### src/rtl/seg_addr_pkg.sv
package seg_addr_pkg;

  localparam int LIN_W  = 32;
  localparam int LIM_W  = 20;
  localparam int DESC_W = 64;
  localparam int SEG_W  = 16;

  localparam int LIM_LO  = 32;
  localparam int PRES_B  = 52;
  localparam int WRITE_B = 53;

  typedef struct packed {
    logic             writable;
    logic             present;
    logic [LIM_W-1:0] limit;
    logic [LIN_W-1:0] base;
  } desc_t;

  typedef struct packed {
    logic idx;
    logic np;
    logic lim;
    logic wp;
  } fault_t;

  function automatic desc_t unpack_desc(input logic [DESC_W-1:0] w);
    desc_t d;
    d.base     = w[LIN_W-1:0];
    d.limit    = w[LIM_LO +: LIM_W];
    d.present  = w[PRES_B];
    d.writable = w[WRITE_B];
    return d;
  endfunction

endpackage

### src/rtl/seg_desc_ram.sv
module seg_desc_ram #(
  parameter int DEPTH = 16,
  parameter int WIDTH = 64,
  localparam int AW = $clog2(DEPTH)
) (
  input  logic             clk,
  input  logic             we,
  input  logic [AW-1:0]    waddr,
  input  logic [WIDTH-1:0] wdata,
  input  logic [AW-1:0]    raddr,
  output logic [WIDTH-1:0] rdata
);

  logic [WIDTH-1:0] mem [DEPTH];

  always_ff @(posedge clk) begin
    if (we) mem[waddr] <= wdata;
  end

  assign rdata = mem[raddr];

endmodule

### src/rtl/seg_prot_check.sv
module seg_prot_check
  import seg_addr_pkg::*;
(
  input  desc_t            desc,
  input  logic [LIN_W-1:0] off,
  input  logic             is_write,
  input  logic             in_range,
  output fault_t           flt,
  output logic [LIN_W-1:0] addr
);

  logic [LIN_W-1:0] lim_ext;

  always_comb begin
    lim_ext = {{(LIN_W-LIM_W){1'b0}}, desc.limit};
    flt     = '0;
    if (!in_range) begin
      flt.idx = 1'b1;
    end else if (!desc.present) begin
      flt.np = 1'b1;
    end else begin
      flt.lim = (off > lim_ext);
      flt.wp  = is_write && !desc.writable;
    end
    addr = desc.base + off;
  end

endmodule

### src/rtl/seg_real_base.sv
module seg_real_base
  import seg_addr_pkg::*;
(
  input  logic [SEG_W-1:0] seg,
  input  logic [LIN_W-1:0] off,
  output logic [LIN_W-1:0] addr
);

  localparam int PAD = LIN_W - SEG_W - 4;

  logic [LIN_W-1:0] base;

  always_comb begin
    base = {{PAD{1'b0}}, seg, 4'b0000};
    addr = base + off;
  end

endmodule

### src/rtl/seg_addr_unit.sv
module seg_addr_unit
  import seg_addr_pkg::*;
#(
  parameter int TBL_DEPTH = 16,
  localparam int IDX_W = $clog2(TBL_DEPTH),
  localparam int SEL_IDX_W = SEG_W - 3
) (
  input  logic              clk,
  input  logic              rst,
  input  logic              req_valid,
  input  logic              req_prot,
  input  logic              req_write,
  input  logic [SEG_W-1:0]  req_seg,
  input  logic [LIN_W-1:0]  req_off,
  input  logic              tbl_we,
  input  logic              tbl_local,
  input  logic [IDX_W-1:0]  tbl_idx,
  input  logic [DESC_W-1:0] tbl_data,
  output logic              out_valid,
  output logic [LIN_W-1:0]  out_addr,
  output logic              out_flt_idx,
  output logic              out_flt_np,
  output logic              out_flt_lim,
  output logic              out_flt_wp
);

  // Selector decode: [1:0] privilege request, [2] table pick, [15:3] index
  logic [SEL_IDX_W-1:0] sel_index;
  logic                 sel_local;
  logic                 sel_in_range;
  logic [IDX_W-1:0]     rd_idx;

  assign sel_index    = req_seg[SEG_W-1:3];
  assign sel_local    = req_seg[2];
  assign sel_in_range = (sel_index < SEL_IDX_W'(TBL_DEPTH));
  assign rd_idx       = sel_index[IDX_W-1:0];

  logic [DESC_W-1:0] rd_word [2];

  for (genvar t = 0; t < 2; t++) begin : g_tbl
    logic wr_here;
    assign wr_here = tbl_we && ((t == 1) ? tbl_local : !tbl_local);
    seg_desc_ram #(.DEPTH(TBL_DEPTH), .WIDTH(DESC_W)) u_ram (
      .clk  (clk),
      .we   (wr_here),
      .waddr(tbl_idx),
      .wdata(tbl_data),
      .raddr(rd_idx),
      .rdata(rd_word[t])
    );
  end

  desc_t            cur_desc;
  fault_t           prot_flt;
  logic [LIN_W-1:0] prot_addr;
  logic [LIN_W-1:0] real_addr;

  assign cur_desc = unpack_desc(sel_local ? rd_word[1] : rd_word[0]);

  seg_prot_check u_chk (
    .desc    (cur_desc),
    .off     (req_off),
    .is_write(req_write),
    .in_range(sel_in_range),
    .flt     (prot_flt),
    .addr    (prot_addr)
  );

  seg_real_base u_real (
    .seg (req_seg),
    .off (req_off),
    .addr(real_addr)
  );

  always_ff @(posedge clk) begin
    if (rst) begin
      out_valid   <= 1'b0;
      out_addr    <= '0;
      out_flt_idx <= 1'b0;
      out_flt_np  <= 1'b0;
      out_flt_lim <= 1'b0;
      out_flt_wp  <= 1'b0;
    end else begin
      out_valid <= req_valid;
      if (req_valid) begin
        if (req_prot) begin
          out_flt_idx <= prot_flt.idx;
          out_flt_np  <= prot_flt.np;
          out_flt_lim <= prot_flt.lim;
          out_flt_wp  <= prot_flt.wp;
          out_addr    <= (|prot_flt) ? '0 : prot_addr;
        end else begin
          out_flt_idx <= 1'b0;
          out_flt_np  <= 1'b0;
          out_flt_lim <= 1'b0;
          out_flt_wp  <= 1'b0;
          out_addr    <= real_addr;
        end
      end
    end
  end

  // one-cycle latency on valid
  p_valid_follows_r2: assert property (@(posedge clk) disable iff (rst)
    req_valid |=> out_valid);
  p_idle_follows_r2: assert property (@(posedge clk) disable iff (rst)
    !req_valid |=> !out_valid);

  // real mode never faults
  p_real_no_fault_r3: assert property (@(posedge clk) disable iff (rst)
    (req_valid && !req_prot) |=>
      !(out_flt_idx || out_flt_np || out_flt_lim || out_flt_wp));

  // not-present suppresses limit and write faults
  p_np_alone_r7: assert property (@(posedge clk) disable iff (rst)
    out_flt_np |-> !(out_flt_lim || out_flt_wp));

  // reads never raise write-protection
  p_read_no_wp_r8: assert property (@(posedge clk) disable iff (rst)
    (req_valid && !req_write) |=> !out_flt_wp);

  // index fault stands alone
  p_idx_alone_r9: assert property (@(posedge clk) disable iff (rst)
    out_flt_idx |-> !(out_flt_np || out_flt_lim || out_flt_wp));

  // no address while faulted
  p_zero_on_fault_r10: assert property (@(posedge clk) disable iff (rst)
    (out_flt_idx || out_flt_np || out_flt_lim || out_flt_wp) |-> (out_addr == '0));

endmodule

### config.mk
export PLATFORM = sky130hd
export DESIGN_NAME = seg_addr_unit
export DESIGN_NICKNAME = d
export VERILOG_FILES = /design/src/rtl/seg_addr_pkg.sv /design/src/rtl/seg_desc_ram.sv /design/src/rtl/seg_prot_check.sv /design/src/rtl/seg_real_base.sv /design/src/rtl/seg_addr_unit.sv
export SDC_FILE = /design/constraint.sdc
export NUM_CORES = 2
export LEC_CHECK = 0
export ABC_AREA = 0
export BUFFER_PORTS_ARGS = -buffer_cell sky130_fd_sc_hd__buf_4
export CAP_MARGIN = 20
export CELL_PAD_IN_SITES_DETAIL_PLACEMENT = 0
export CELL_PAD_IN_SITES_GLOBAL_PLACEMENT = 1
export CORE_AREA = 2 2 378 380
export DETAILED_ROUTE_END_ITERATION = 12
export DIE_AREA = 0 0 380 382
export HOLD_SLACK_MARGIN = 0.15
export PLACE_DENSITY = 0.73
export SETUP_SLACK_MARGIN = 0.4
export SLEW_MARGIN = 0
export SYNTH_ARGS = -nofsm -noshare
export SYNTH_HDL_FRONTEND = slang
export SYNTH_SLANG_ARGS = --single-unit
### constraint.sdc
create_clock -name clk -period 5.9 [get_ports clk]
set_clock_uncertainty 0.2 [all_clocks]
set_input_delay 1.18 -clock clk [delete_from_list [all_inputs] [get_ports clk]]
set_output_delay 1.18 -clock clk [all_outputs]
set_load 0.01 [all_outputs]
== Yosys cells after proc, flatten, opt, wreduce, memory -nomap -nowiden ==
Memory sizes are Yosys's and may differ from the RTL's.
Index checks and enable logic that the tools add are counted.
Storage, ports and cells
  bits of input ports: 123
  memory bits (writable): 2048
  flip-flop bits (word level): 37
  memories kept: 2
  word-level logic and storage cells: 33
Cells by class
  reductions and logical operators: 6
  magnitude comparators: 2
  $add $sub $neg: 2
  mux-type cells: 15
Memory list
  g_tbl[0].u_ram.mem: depth 16, bits a word 64, read ports 1, clocked after Yosys merged registers in 0, write ports 1, line seg_desc_ram.sv:14  | logic [WIDTH-1:0] mem [DEPTH];
  g_tbl[1].u_ram.mem: depth 16, bits a word 64, read ports 1, clocked after Yosys merged registers in 0, write ports 1, line seg_desc_ram.sv:14
Operators by type and width (count)
  $mux 32: 2
  $mux 54: 1
  $add 20x32->32: 1
  $add 32x32->32: 1
  $gt 32x20->1: 1
  $lt 13x5->1 const B: 1
  $mux 1: 10
  $reduce_or 4->1: 1
  $logic_and 1x1->1: 3
  $mux 3: 1
  $logic_not 1->1: 2
  $mux 2: 1

== Logic depth before layout (Yosys ltp) ==
An unclocked memory read counts as a cell.
  depth in word-level cells: 9
  mapped depth: 20

== Cells and area by module ==
Synthesis repeated with hierarchy kept, for this count alone.
Second synthesis, totals
  cell total of the unflattened synthesis: 3886
  area total of the unflattened synthesis: 82595.5 µm²
Modules (own cells, without submodules)
  seg_desc_ram: cells an instance 1583, times used 2, area an instance 38300.5 µm²
  seg_addr_unit: cells an instance 268, times used 1, area an instance 2655.0 µm²
  seg_prot_check: cells an instance 292, times used 1, area an instance 2185.8 µm²
  seg_real_base: cells an instance 160, times used 1, area an instance 1153.6 µm²

== Worst setup path before layout ==
No wires, ideal clock.
  path kind: input port to flip-flop
  from: input port tbl_idx[2]
  to: memory g_tbl[1].u_ram.mem[4][0], enable pin
  stages on the path: 3
  path buffers: 1
  slack: -0.164 ns
  arrival time: 5.332 ns
  cells stage by stage: clkbuf_1 nand4b_1 nor3_1
RTL lines
  start, declared: line seg_addr_unit.sv:17  | input logic [IDX_W-1:0] tbl_idx,
  end, declared: line seg_desc_ram.sv:14
No word-level cell before the write port.

== Worst setup path after layout ==
  from: input port req_seg[3]
  to: register out_addr[22]
On the way
  word-level cells in the longest chain between the ends: 9
  elaborated cells between the ends (all ways): 16
Ends and longest elaborated chain
  start, declared: line seg_addr_unit.sv:13  | input logic [SEG_W-1:0] req_seg,
  parallel branches: the longest is 8 deep, another holds $mem_v2 16x64
  $mux 32 *: line seg_addr_unit.sv:86  | if (req_prot) begin
  end signal, assigned: line seg_addr_unit.sv:91  | out_addr <= (|prot_flt) ? '0 : prot_addr;
  end signal, assigned: line seg_addr_unit.sv:97  | out_addr <= real_addr;
  end, declared: line seg_addr_unit.sv:20  | output logic [LIN_W-1:0] out_addr,
Mark *: on every way between the ends.
A chain may end at the register's enable or synchronous reset.

==> flow_summary.json <==
{
  "status": "finished, final reports clean",
  "cts-root-buf": "clkbuf_16",
  "grt_overflow_total": 0,
  "ys.flop_type": "edfxtp_1",
  "cts.sinks": 1765,
  "start_kind": "input pin",
  "total_power_mw": 26.4,
  "layout-drive-gt1-share_pct": 32.4,
  "layout_commonest_cell": "edfxtp_1",
  "rsz0062_at_grt": "yes",
  "finalCritPeriodShare_pct": 90.2,
  "async_flop_share_pct": 0,
  "ctsResizeCount": 0,
  "place_area_sq_um": 75200,
  "port_buffers": 149,
  "hpwl_mm": 103,
  "synth_edf_count": 1728,
  "vias": 34700,
  "wl_per_cell_um": 32.9,
  "setup_viol": 0,
  "final_cell_mix": "1,728 x edfxtp_1, 529 x mux4_2, 289 x buf_4, 178 x clkbuf_16, 79 x nor2_1",
  "clk_path_buf_depth": 3,
  "ys.warnings.count": 0,
  "synth_area_sq_um": 70300,
  "grt_max_degree": 74,
  "leakage_nw": 25.7,
  "design.core.area_sq_um": 141000,
  "timing.hold.ws_ns": 0.270,
  "path_delay_family": "compound AO/OA/AOI/OAI gates",
  "cp_max_fo": 14,
  "place_ws_ns": -0.353,
  "cp_slowest_cell": "a2111oi_0",
  "criticalPathCategory": "input pin to flop",
  "io_pins": 160,
  "first_global_vias": 35500,
  "worst-path-buf-inv": 4,
  "worst_pin_slew_ns": 1.05,
  "slew_viol_final": 0,
  "clk_latency_ns": 0.80,
  "synth_top_area_share_pct": 73.8,
  "antenna_found_initial": 12,
  "cp.arrival_ns": 5.79,
  "drc_errors": 0,
  "dieArea_sq_um": 145000,
  "grt_pass1_wl_mm": 259,
  "wirelength_mm": 182,
  "critPathRequiredTime_ns": 6.37,
  "finalNetCount": 3698,
  "max-vdd-ir-drop_uv": 305,
  "fp.dieW_um": 380,
  "critPathCaptureType": "flop",
  "yosys_register_bits": 1765,
  "finalHoldViolCount": 0,
  "worstPathCellList": "buf_8 -> buf_12 -> buf_12 -> mux4_2 -> mux4_2 -> mux2_2 -> ha_1 -> a21oi_1 -> o22ai_1 -> o211ai_1 -> a2111oi_0 -> buf_4 -> o22ai_1 -> o21bai_1 -> xor2_1 -> a221oi_2 -> nor3_1",
  "syn_inst": 3148,
  "cts_tree": "built",
  "htreeDepth": 4,
  "yosys.area.top_type": "edfxtp_1",
  "hold_class": "flop to flop",
  "grt.total_usage_pct": 25.3,
  "fin_cells": 5530,
  "period_needed_ns": 5.32,
  "numCtsBuffers": 174,
  "slew_headroom_pct": 29.7,
  "slowest_delay_ns": 0.58,
  "synth.avg_cell_area_sq_um": 22.3,
  "drv_cap": 0,
  "ant_nets": 0,
  "drt-initial-drc-count": 3720,
  "seq_area_frac_synth_pct": 74.9,
  "dr.pass1.iters": 5,
  "power.density_nw_per_um2": 328,
  "synth_area_leaders": "edfxtp_1 74%, mux4_2 17%, ha_1 1.2%, dfxtp_1 1.1%, nor2_1 0.55%",
  "hold_buffers": 0,
  "yosysUniqueCellTypes": 69,
  "syn_to_final_growth_pct": 14.5,
  "syn_nets": 3340,
  "placed_cells": 5220,
  "place_congestion": 0.890,
  "die_h_um": 382,
  "via_per_inst": 6.27,
  "final_area_sq_um": 80500,
  "max_freq_mhz": 188,
  "initial_core_util_pct": 49.9,
  "post_cts_buffers": 0,
  "clk_pin_slew_ns": 0.06,
  "setup_ws_ns": 0.576,
  "num_rows": 138
}
-- routing by layer --
layer  GRT usage (%)  share of wire, %  wire length [um]
met3            4.18               7.1             13000
met2            42.8                51             93000
met4            7.97               2.9              5230
met1            33.8                39             70900
met5               0             0.041                74
-- final cells by class --
type	count	area, sq um
fillers	10200	60400
flip-flops and latches	1765	52600
multi-input cells	1210	17000
clock buffers	224	4660
repair buffers	338	3130
well taps	1890	2360
clock inverters	82	653
inverters	17	63.8
diodes	4	10.0
-- cell families after synthesis --
| kind of cell | share of synthesized area [%] |
|---|---|
| multiplexers | 18.0 |
| adder cells (fa/ha/maj) | 1.25 |
| XOR/XNOR | 0.573 |
| AND/OR/NAND/NOR | 1.96 |
| flip-flops | 74.9 |
| buffers and inverters | 1.30 |
| AO/OA/AOI/OAI | 2.07 |
-- state kept, by name, indices dropped and copies added, names as in the netlist --
| register | cells |
|---|---|
| out_valid | 1 |
| out_flt_wp | 1 |
| out_flt_lim | 1 |
| out_flt_idx | 1 |
| out_flt_np | 1 |
| g_tbl.u_ram.mem | 1728 |
| out_addr | 32 |
-- synthesized netlist by cell type (7+ instances only) --
master / instances
edfxtp_1: 1728
mux4_2: 529
nor2_1: 103
ha_1: 67
a21oi_1: 60
nand2_1: 59
clkbuf_1: 54
buf_2: 49
nor3_1: 40
dfxtp_1: 37
mux2_2: 33
mux2i_1: 32
nand3_1: 29
o21ai_0: 27
buf_4: 25
xnor2_1: 24
xor2_1: 22
nand4_1: 19
buf_1: 17
inv_1: 16
a211oi_1: 15
a221oi_2: 13
a21o_1: 11
o211ai_1: 10
nor2b_1: 9
o21a_1: 9
o2111ai_1: 7
-- where the power goes --
part | total, mW | internal [mW] | switching [mW]
logic | 2.03 | 0.889 | 1.14
registers | 14.0 | 13.9 | 0.0434
clock network | 10.4 | 5.87 | 4.55
total | 26.4 | 20.7 | 5.73
-- worst paths after layout --
check | startpoint | end | slack, ns | depth (start not counted)
max | req_seg[3] | out_addr[22]$_SDFFE_PP0P_ | 0.58 | 17
min | out_flt_np$_SDFFE_PP0P_ | out_flt_np$_SDFFE_PP0P_ | 0.27 | 2
max reg2reg | g_tbl[1].u_ram.mem[15][0]$_DFFE_PP_ | out_addr[26]$_SDFFE_PP0P_ | 1.12 | 14
min reg2reg | out_flt_np$_SDFFE_PP0P_ | out_flt_np$_SDFFE_PP0P_ | 0.27 | 2
-- worst register-to-register path: cells and delay by family (launching register included) --
| family | cells | cell delay, ns |
|---|---|---|
| AO/OA/AOI/OAI | 7 | 1.80 |
| multiplexers | 3 | 1.32 |
| adder cells (fa/ha/maj) | 2 | 0.69 |
| flip-flops | 1 | 0.37 |
| XOR/XNOR | 1 | 0.20 |
| AND/OR/NAND/NOR | 1 | 0.08 |
-- stage by stage --
stage	util [%]	TNS, ns
3_5_place_dp	53.3	-7.02
2_1_floorplan	-	-52.96
6_report	57.1	0
4_1_cts	57.1	0
3_3_place_gp	53.3	-5.72
5_1_grt	57.1	0
No activity file was read; power rests on OpenSTA's default activity.
